`config.mk`:
```
export PLATFORM = sky130hd
export DESIGN_NAME = rx_ring_engine
export DESIGN_NICKNAME = d
export VERILOG_FILES = /design/src/rtl/rx_ring_pkg.sv /design/src/rtl/rx_ring_ctrl.sv /design/src/rtl/rx_ring_datapath.sv /design/src/rtl/rx_ring_engine.sv
export SDC_FILE = /design/constraint.sdc
export NUM_CORES = 1
export LEC_CHECK = 0
export BUFFER_PORTS_ARGS = -buffer_cell sky130_fd_sc_hd__buf_2
export CORE_MARGIN = 2
export CORE_UTILIZATION = 55
export CTS_BUF_LIST = sky130_fd_sc_hd__clkbuf_4
export DETAILED_ROUTE_END_ITERATION = 16
export GPL_TIMING_DRIVEN = 0
export PLACE_DENSITY = 0.8
export SYNTH_ARGS = -nofsm -noshare
export SYNTH_HDL_FRONTEND = slang
export SYNTH_HIERARCHICAL = 1
export SYNTH_SLANG_ARGS = --single-unit
```
`constraint.sdc`:
```
create_clock -name clk -period 6.9 [get_ports clk]
set_input_delay 1.035 -clock clk [delete_from_list [all_inputs] [get_ports clk]]
set_output_delay 1.035 -clock clk [all_outputs]
set_load 0.1 [all_outputs]
```
`src/rtl/rx_ring_pkg.sv`:
```
package rx_ring_pkg;

  localparam int LENW     = 16;   // byte-count field width in the status word
  localparam int DW       = 32;   // memory and register data width
  localparam int FLAG_BIT = 16;   // filled flag position in the status word
  localparam int ERR_BIT  = 17;   // truncation flag position in the status word

  typedef enum logic [2:0] {
    ST_IDLE,
    ST_RECV,
    ST_RDPTR,
    ST_RDLEN,
    ST_WRDATA,
    ST_WRSTAT
  } rxState_e;

  typedef enum logic [1:0] {
    MS_PTR,
    MS_LEN,
    MS_DATA,
    MS_STAT
  } memSel_e;

  typedef struct packed {
    logic    acceptByte;
    logic    regOpen;
    logic    capPtr;
    logic    capLen;
    logic    wordAdv;
    logic    finishFrame;
    logic    dropFrame;
    logic    memReq;
    memSel_e memSel;
  } ctrlStrobe_t;

endpackage

```
`src/rtl/rx_ring_ctrl.sv`:
```
module rx_ring_ctrl
  import rx_ring_pkg::*;
(
  input  logic        clk,
  input  logic        rstN,
  input  logic        inValid,
  input  logic        inLast,
  input  logic        memAck,
  input  logic        ringFull,
  input  logic        dataDone,
  output logic        inReady,
  output ctrlStrobe_t strobe
);

  rxState_e state, stateNext;

  always_ff @(posedge clk) begin
    if (!rstN) state <= ST_IDLE;
    else       state <= stateNext;
  end

  assign inReady = (state == ST_IDLE) || (state == ST_RECV);

  always_comb begin
    strobe        = '0;
    strobe.memSel = MS_PTR;
    stateNext     = state;
    unique case (state)
      ST_IDLE, ST_RECV: begin
        strobe.regOpen = (state == ST_IDLE);
        if (inValid) begin
          strobe.acceptByte = 1'b1;
          if (inLast) begin
            if (ringFull) begin
              strobe.dropFrame = 1'b1;
              stateNext        = ST_IDLE;
            end else begin
              stateNext = ST_RDPTR;
            end
          end else begin
            stateNext = ST_RECV;
          end
        end
      end
      ST_RDPTR: begin
        strobe.memReq = 1'b1;
        strobe.memSel = MS_PTR;
        if (memAck) begin
          strobe.capPtr = 1'b1;
          stateNext     = ST_RDLEN;
        end
      end
      ST_RDLEN: begin
        strobe.memReq = 1'b1;
        strobe.memSel = MS_LEN;
        if (memAck) begin
          strobe.capLen = 1'b1;
          stateNext     = ST_WRDATA;
        end
      end
      ST_WRDATA: begin
        strobe.memSel = MS_DATA;
        if (dataDone) begin
          stateNext = ST_WRSTAT;
        end else begin
          strobe.memReq = 1'b1;
          if (memAck) strobe.wordAdv = 1'b1;
        end
      end
      ST_WRSTAT: begin
        strobe.memReq = 1'b1;
        strobe.memSel = MS_STAT;
        if (memAck) begin
          strobe.finishFrame = 1'b1;
          stateNext          = ST_IDLE;
        end
      end
      default: stateNext = ST_IDLE;
    endcase
  end

endmodule

```
`src/rtl/rx_ring_datapath.sv`:
```
module rx_ring_datapath
  import rx_ring_pkg::*;
#(
  parameter int AW        = 16,
  parameter int MAX_DESC  = 16,
  parameter int MAX_FRAME = 64,
  localparam int IDXW     = $clog2(MAX_DESC),
  localparam int SZW      = IDXW + 1
)(
  input  logic            clk,
  input  logic            rstN,
  input  ctrlStrobe_t     strobe,
  input  logic            regWrEn,
  input  logic [1:0]      regWrAddr,
  input  logic [DW-1:0]   regWrData,
  input  logic [1:0]      regRdAddr,
  output logic [DW-1:0]   regRdData,
  input  logic [7:0]      inData,
  input  logic [DW-1:0]   memRData,
  output logic [AW-1:0]   memAddr,
  output logic [DW-1:0]   memWData,
  output logic            memWe,
  output logic            irq,
  output logic            ringFull,
  output logic            dataDone,
  output logic [IDXW-1:0] headIdx,
  output logic [IDXW-1:0] tailIdx,
  output logic [DW-1:0]   dropCnt
);

  localparam int BIDXW = $clog2(MAX_FRAME);

  logic [AW-1:0]   baseReg;
  logic [SZW-1:0]  sizeReg;
  logic [IDXW-1:0] headReg, tailReg, headNext;
  logic [DW-1:0]   dropReg;
  logic [AW-1:0]   bufPtr;
  logic [LENW-1:0] bufLen, rxTotal, wordIdx;
  logic [LENW-1:0] capLimit, storeLen, numWords;
  logic            truncErr, irqReg;
  logic [7:0]      frameMem [MAX_FRAME];
  logic [DW-1:0]   dataWord, statWord;
  logic [AW-1:0]   descAddr;
  logic            unusedBits;

  assign unusedBits = ^{regWrData, memRData};

  // ring index arithmetic
  always_comb begin
    logic [SZW-1:0] inc;
    inc      = {1'b0, headReg} + SZW'(1);
    headNext = (inc >= sizeReg) ? '0 : inc[IDXW-1:0];
  end

  assign ringFull = (headReg == tailReg);
  assign descAddr = baseReg + AW'({headReg, 1'b0});

  // length clamp and word count
  assign capLimit = (bufLen < LENW'(MAX_FRAME)) ? bufLen : LENW'(MAX_FRAME);
  assign storeLen = (rxTotal < capLimit) ? rxTotal : capLimit;
  assign truncErr = (rxTotal > storeLen);
  assign numWords = (storeLen + LENW'(3)) >> 2;
  assign dataDone = (wordIdx >= numWords);

  // packed data word with zeroed lanes past the stored length
  always_comb begin : packWord
    logic [LENW-1:0] bIdx;
    dataWord = '0;
    for (int k = 0; k < 4; k++) begin
      bIdx = {wordIdx[LENW-3:0], 2'(k)};
      if (bIdx < storeLen) dataWord[8*k +: 8] = frameMem[bIdx[BIDXW-1:0]];
    end
  end

  always_comb begin
    statWord                = '0;
    statWord[LENW-1:0]      = storeLen;
    statWord[FLAG_BIT]      = 1'b1;
    statWord[ERR_BIT]       = truncErr;
  end

  // memory address and data selection
  always_comb begin
    unique case (strobe.memSel)
      MS_PTR:  begin memAddr = descAddr;              memWData = '0;       end
      MS_LEN:  begin memAddr = descAddr + AW'(1);     memWData = '0;       end
      MS_DATA: begin memAddr = bufPtr + AW'(wordIdx); memWData = dataWord; end
      default: begin memAddr = descAddr + AW'(1);     memWData = statWord; end
    endcase
  end

  assign memWe = (strobe.memSel == MS_DATA) || (strobe.memSel == MS_STAT);

  // local frame buffer
  always_ff @(posedge clk) begin
    if (strobe.acceptByte && (rxTotal < LENW'(MAX_FRAME)))
      frameMem[rxTotal[BIDXW-1:0]] <= inData;
  end

  always_ff @(posedge clk) begin
    if (!rstN) begin
      baseReg <= '0;
      sizeReg <= SZW'(MAX_DESC);
      headReg <= '0;
      tailReg <= '0;
      dropReg <= '0;
      bufPtr  <= '0;
      bufLen  <= '0;
      rxTotal <= '0;
      wordIdx <= '0;
      irqReg  <= 1'b0;
    end else begin
      irqReg <= strobe.finishFrame;
      if (strobe.regOpen && regWrEn) begin
        unique case (regWrAddr)
          2'd0: baseReg <= regWrData[AW-1:0];
          2'd1: begin
            sizeReg <= regWrData[SZW-1:0];
            headReg <= '0;
            tailReg <= '0;
          end
          2'd2: tailReg <= regWrData[IDXW-1:0];
          default: ;
        endcase
      end
      if (strobe.acceptByte && (rxTotal != '1)) rxTotal <= rxTotal + LENW'(1);
      if (strobe.capPtr) bufPtr <= memRData[AW-1:0];
      if (strobe.capLen) begin
        bufLen  <= memRData[LENW-1:0];
        wordIdx <= '0;
      end
      if (strobe.wordAdv) wordIdx <= wordIdx + LENW'(1);
      if (strobe.finishFrame) begin
        headReg <= headNext;
        rxTotal <= '0;
      end
      if (strobe.dropFrame) begin
        dropReg <= dropReg + DW'(1);
        rxTotal <= '0;
      end
    end
  end

  always_comb begin
    unique case (regRdAddr)
      2'd0:    regRdData = DW'(headReg);
      2'd1:    regRdData = DW'(tailReg);
      2'd2:    regRdData = dropReg;
      default: regRdData = DW'(baseReg);
    endcase
  end

  assign irq     = irqReg;
  assign headIdx = headReg;
  assign tailIdx = tailReg;
  assign dropCnt = dropReg;

endmodule

```
`src/rtl/rx_ring_engine.sv`:
```
module rx_ring_engine
  import rx_ring_pkg::*;
#(
  parameter int AW        = 16,
  parameter int MAX_DESC  = 16,
  parameter int MAX_FRAME = 64
)(
  input  logic          clk,
  input  logic          rstN,
  input  logic          regWrEn,
  input  logic [1:0]    regWrAddr,
  input  logic [DW-1:0] regWrData,
  input  logic [1:0]    regRdAddr,
  output logic [DW-1:0] regRdData,
  input  logic          inValid,
  input  logic [7:0]    inData,
  input  logic          inLast,
  output logic          inReady,
  output logic          memReq,
  output logic          memWe,
  output logic [AW-1:0] memAddr,
  output logic [DW-1:0] memWData,
  input  logic          memAck,
  input  logic [DW-1:0] memRData,
  output logic          irq
);

  localparam int IDXW = $clog2(MAX_DESC);

  ctrlStrobe_t     strobe;
  logic            ringFull, dataDone;
  logic [IDXW-1:0] headIdx, tailIdx;
  logic [DW-1:0]   dropCnt;

  rx_ring_ctrl u_ctrl (
    .clk      (clk),
    .rstN     (rstN),
    .inValid  (inValid),
    .inLast   (inLast),
    .memAck   (memAck),
    .ringFull (ringFull),
    .dataDone (dataDone),
    .inReady  (inReady),
    .strobe   (strobe)
  );

  rx_ring_datapath #(
    .AW        (AW),
    .MAX_DESC  (MAX_DESC),
    .MAX_FRAME (MAX_FRAME)
  ) u_dp (
    .clk       (clk),
    .rstN      (rstN),
    .strobe    (strobe),
    .regWrEn   (regWrEn),
    .regWrAddr (regWrAddr),
    .regWrData (regWrData),
    .regRdAddr (regRdAddr),
    .regRdData (regRdData),
    .inData    (inData),
    .memRData  (memRData),
    .memAddr   (memAddr),
    .memWData  (memWData),
    .memWe     (memWe),
    .irq       (irq),
    .ringFull  (ringFull),
    .dataDone  (dataDone),
    .headIdx   (headIdx),
    .tailIdx   (tailIdx),
    .dropCnt   (dropCnt)
  );

  assign memReq = strobe.memReq;

endmodule

```
==> Yosys cells after proc, flatten, opt, wreduce, memory -nomap -nowiden <==
Memories as Yosys holds them, arrays and structs flattened. A register that Yosys moved wholly into a read port is not among the register bits.
Index checks and enable logic that the tools add are counted.
{ "op_classes": {"add_sub_neg": 8, "n_reduce_logical": 21, "order_cmp": 10, "bitwise": 1, "muxes": 48, "eq_ne": 19} }
{ "ops": {"columns": ["op", "count"], "rows": [
  ["32-bit case mux with 3 select lines", 1],
  ["16-bit less-than comparator", 5],
  ["16-bit 2-to-1 mux", 4],
  ["32-bit case mux with 2 select lines", 1],
  ["16-bit by 1-bit adder with 16-bit output (second input constant)", 3],
  ["6-bit 2-to-1 mux", 8],
  ["32-bit by 1-bit adder with 32-bit output (second input constant)", 1],
  ["16-bit by 7-bit less-than comparator with 1-bit output (second input constant)", 2],
  ["8-bit 2-to-1 mux", 4],
  ["16-bit case mux with 2 select lines", 1],
  ["3-bit 2-to-1 mux", 6],
  ["16-bit adder", 1],
  ["16-bit by 2-bit adder with 16-bit output (second input constant)", 1],
  ["16-bit by 5-bit adder with 16-bit output", 1],
  ["16-bit by 14-bit greater-or-equal comparator with 1-bit output", 1],
  ["16-bit > comparator", 1],
  ["4-bit 2-to-1 mux", 4],
  ["16-bit inequality test (second input constant)", 1],
  ["3-bit case mux with 5 select lines", 1],
  ["1-bit 2-to-1 mux", 14],
  ["3-bit case mux with 4 select lines", 1],
  ["2-bit inequality test (second input constant)", 5],
  ["2-bit == test (second input constant)", 4],
  ["4-bit case mux with 2 select lines", 1],
  ["18 further kinds", 35]
]} }
{ "totals": {"out_inout_bits": 84, "ramBits": 512, "regBits": 129, "n_memories": 1} }
{ "mem_list": {"columns": ["memory", "depth", "width", "rd", "rd_clocked_by_memory_dff", "write_ports", "line_no", "source"], "rows": [
  ["u_dp.frameMem", 64, 8, 4, 4, 1, "rx_ring_datapath.sv:41", "logic [7:0] frameMem [MAX_FRAME];"]
]} }

==> Depth between registers and ports, before layout <==
{ "depth": {"word_depth": 11, "mapped_depth": 32, "depth_no_buf": 30} }

==> Hierarchy <==
The synthesis kept the hierarchy.
{ "modules_own_cells": {"columns": ["module", "cells_per_inst", "area_per_inst_um2", "n_inst"], "rows": [
  ["rx_ring_datapath", 2006, 29086.6, 1],
  ["rx_ring_ctrl", 45, 369.1, 1]
]} }

==> Worst setup path before layout <==
OpenSTA, ideal clock, no wires.
{ "synth_timing": {"path_type": "register to output", "startpoint": "reg u_dp.bufLen[10]", "endpoint": "out memReq", "slack_ns": -0.268, "t_required_ns": 5.865, "arrival_ns": 6.133, "path_stages_with_launch": 26, "cell_sequence": "dfxtp_1 -> or4_4 -> nor3_4 -> nand2_1 -> ha_1 -> or3b_1 -> nor4_2 -> o21ba_2 -> o21ai_2 -> buf_2 -> mux2i_2 -> nor4b_4 -> a311oi_1 -> a41oi_1 -> ha_1 -> a21o_1 -> a21o_1 -> a21oi_1 -> nor2b_1 -> o21ai_0 -> nand2_1 -> a21oi_1 -> o21ai_0 -> nand2b_1 -> a21oi_1 -> nor2b_1"} }
{ "synth_between": {"elab_chain_cells": 8} }
{ "synth_rtl": {"columns": ["item", "line_no", "source"], "rows": [
  ["start, declared", "rx_ring_datapath.sv:38", "logic [LENW-1:0] bufLen, rxTotal, wordIdx;"],
  ["start signal, assigned", "rx_ring_datapath.sv:129", "bufLen <= memRData[LENW-1:0];"],
  ["16-bit by 7-bit less-than comparator with 1-bit output", "rx_ring_datapath.sv:59", "assign capLimit = (bufLen < LENW'(MAX_FRAME)) ? bufLen : LENW'(MAX_FRAME);"],
  ["16-bit 2-to-1 mux (*)", "rx_ring_datapath.sv:59", null],
  ["16-bit less-than comparator", "rx_ring_datapath.sv:60", "assign storeLen = (rxTotal < capLimit) ? rxTotal : capLimit;"],
  ["16-bit 2-to-1 mux (*)", "rx_ring_datapath.sv:60", null],
  ["16-bit by 2-bit adder with 16-bit output (*)", "rx_ring_datapath.sv:62", "assign numWords = (storeLen + LENW'(3)) >> 2;"],
  ["16-bit by 14-bit greater-or-equal comparator with 1-bit output (*)", "rx_ring_datapath.sv:63", "assign dataDone = (wordIdx >= numWords);"],
  ["named net dataDone", "rx_ring_engine.sv:31", "logic ringFull, dataDone;"],
  ["1-bit 2-to-1 mux (*)", "rx_ring_ctrl.sv:63", "if (dataDone) begin"],
  ["3-bit case mux with 4 select lines (*)", "rx_ring_ctrl.sv:28", "unique case (state)"],
  ["end, declared", "rx_ring_engine.sv:19", "output logic memReq,"]
]} }
Mark *: on every way through the listed nets, which the timed path passes. The rest lies on a longest branch.

==> Worst setup path in the final report <==
{ "layout_timing": {"startpoint": "reg u_dp.bufLen[13]", "endpoint": "out memReq"} }
The elaborated chain is that of the path after synthesis.

==> results.md <==
- Worst Hold Class: in -> reg
- Via count: 20400
- Warnings from Yosys: 6
- Global router's overall resource usage: 28.3%
- Leakage: about 12 nW
- Max incr delay on CP: around 0.58 ns
- Worst path bufs/invs: 6
- Seq/Total Area, Yosys: around three fifths
- Global-route wire length before repair: ~120000 um
- Yosys top cell by area: edfxtp_1
- Clk sinks: around 650
- Clock Skews: 0.0801 ns
- Placed insts: about 2900
- Async S/R FF share, synth: 0%
- Largest family of logic cells by synthesized area: multiplexers
- Gate Count Post-Synth: roughly 2100
- Peak VDD IR: 0.208 mV
- Drt via density: 6.27
- Commonest cells after routing, fill and taps aside: 512 x edfxtp_1, 222 x clkbuf_4, 198 x nor2_1, 164 x mux4_2, 131 x dfxtp_1
- Slowest cell on crit path: or4_4
- Met2 Use GR: a little under half
- Most frequent CP cell: a21o_1
- Hold-fix buffers, CTS: 0
- Placement Rows: 84
- GR Layer Usage met3: under 10%
- Crit path arrival time: 6.33 ns
- Largest net degree at the start of global routing: 65
- Vias in the first global route: between 20000 and 25000
- Failing checks: setup timing
- Post-Layout Inst Area: 35000 um^2
- Synth Area in Simple Gates: 9.84%
- Critical Path RT: 5.86 ns
- Max-cap violation count: 0
- Die height: 235 um
- H-tree depth: 4
- Fmax: 136 MHz
- CTS tree: built
- Post-DP HPWL: 51200 um
- Area contributors post-synth: edfxtp_1 52%, mux4_2 13%, dfxtp_1 9.0%, ha_1 3.7%, nor2_1 2.6%
- Initial Util: 55.8%
- Area share of the largest cell type after synthesis: a little over half
- Fin Setup TNS: -7.26 ns
- Worst-path maximum fanout: 7
- Status: finished, violations left
- Final setup violation count: 33
- Routability cong.: 0.922
- Fin. max-slew vios: 0
- Final Power: around 7.7 mW
- Core Footprint: 52800 um^2
- Fin nets: 2603
- Wire length per cell: around 25 um
- CTS buffer count: approximately 160
- Clock tree buffer depth: 3
- Routed Antenna Nets: 0
- Layout cells sized above 1: 29.2%
- Clock Latency Late Sink: ~1.0 ns
- Period utilization: 107%
- Proportion of synthesized area in mux cells: 14.9%
- Grt ovf: 0
- Worst Slack Setup Final: -0.469 ns
- Met1 Use GR: approximately a third
- Hold WS: 0.323 ns
- Syn avg cell area: ~14 um^2
- Non-Filler Instances: 3251
- Area after DPL: 31000 um^2
- Detailed Route WL: 80100 um
- Number of remaining DRC errors: 0
- Post-synthesis compound-gate area fraction: 5.44%
- Synth cell types: 84
- Total I/O pin count: 166
- Post-synthesis cell area: 29500 um^2
- Synth Flop Type: edfxtp_1
- Most common cell after layout, fill and taps aside: edfxtp_1
- Die area: 55400 um^2
- Pwr/cell area: 219 nW/um^2
- First-pass detailed-route iteration total: 6
- Synth Area in XOR/XNOR: 2.73%
- X dimension of the die: 235 um
- Syn-to-layout area delta: 18.9%
- Rel. slew slack: between 10% and 20%
- CTS clk-pin slew, worst paths: around 0.07 ns
- IO buf count: 131
- EDFF count, synth: 512
- Most used routing layer: met2
- Clk root buf: clkbuf_4
- Largest delay share family, worst path: compound AO/OA/AOI/OAI gates
- Hold Vio Cnt, Final: 0
- Initial DRC count: between 2000 and 2500
- Worst-margin pin slew: 1.30 ns
- CP endpoint kind: primary output
- Initial antenna violation count: 5
- CP Launch Type: flip-flop
- RSZ-0062 raised after global routing: yes
- Tmin final: 7.37 ns
- Kind of critical path: reg -> out
- Synth Area in Adders: 3.91%
- Flops & latches, synth: 645
==> worst min-delay path, delay by kind of cell <==
family	cells	cell delay, ns
buffers and inverters	1	0.10
AND/OR/NAND/NOR	1	0.05
AO/OA/AOI/OAI	1	0.05
==> routing by layer <==
layer	vias up	wire [um]	part of all wire, %
li1	8729	-	-
met1	10000	29100	36
met2	1394	39600	49
met3	250	8080	10
met4	2	3320	4.1
met5	-	13	0.016
==> final timing paths <==
path / from / to / slack [ns] / cells after the start
setup / recovery: u_dp/bufLen[13]$_SDFFE_PN0P_ / memReq / -0.47 / 27
hold / removal: regWrData[11] / u_dp/baseReg[11]$_SDFFE_PN0P_ / 0.32 / 3
setup reg to reg: u_dp/bufLen[13]$_SDFFE_PN0P_ / u_dp/wordIdx[15]$_SDFFE_PN0N_ / 0.11 / 34
hold reg to reg: u_dp/dropCnt[31]$_SDFFE_PN0P_ / u_dp/dropCnt[31]$_SDFFE_PN0P_ / 0.47 / 2
==> state kept, by name (all words and copies together) (netlist names), named ones only <==
signal / cells
u_dp/tailIdx: 4
u_dp/baseReg: 16
u_dp/bufLen: 16
u_ctrl/state: 3
u_dp/dropCnt: 32
u_dp/bufPtr: 16
u_dp/headIdx: 4
u_dp/frameMem: 512
u_dp/sizeReg: 5
u_dp/wordIdx: 16
u_dp/rxTotal: 16
u_dp/irq: 1
==> kinds of logic (layout without fill, tap and decap cells) <==
family,count (synthesis),count (layout)
and+or+nand+nor,600,600
other,1,13
DFF,645,645
AOI/OAI and AO/OA,248,248
xor gates and xnor gates,91,91
muxes,232,232
buffers and inverters,143,643
adders and majority gates,91,91
==> per-stage QoR <==
| stage | setup slack [ns] | utilization [%] |
|---|---|---|
| after CTS | -0.554 | 65.8 |
| final | -0.469 | 66.4 |
| after floorplan | 0.156 | - |
| after global routing | -0.785 | 66.4 |
| after global placement | -0.921 | 58.8 |
| after detailed placement | -0.984 | 58.8 |
==> cell type report <==
cell class / instances / area [um^2]
Buffer: 93 / 420
Fill cell: 3482 / 17700
Antenna cell: 4 / 10.0
Multi-Input combinational cell: 1271 / 11600
Inverter: 50 / 188
Timing Repair Buffer: 209 / 1820
Clock inverter: 69 / 383
Sequential cell: 645 / 18000
Clock buffer: 222 / 1670
Tap cell: 688 / 861
==> cells in the mapped netlist (47+ instances only) <==
master,instances
edfxtp_1,512
nor2_1,203
mux4_2,164
nand2_1,140
dfxtp_1,133
ha_1,88
a21oi_1,83
clkbuf_1,65
mux2i_1,60
nand3_1,55
inv_1,49
xnor2_1,47
==> report_power, final <==
part           switching, mW  internal, mW
Sequential            0.0113          4.21
Clock                   1.59          1.59
Combinational          0.198        0.0767
==> timing repair <==
item,CTS,global route
gates resized for setup,269,32
pin swaps,48,34
setup buffers,63,20
setup endpoints to repair,53,36
Note: power is estimated with default switching activity, not from simulation.
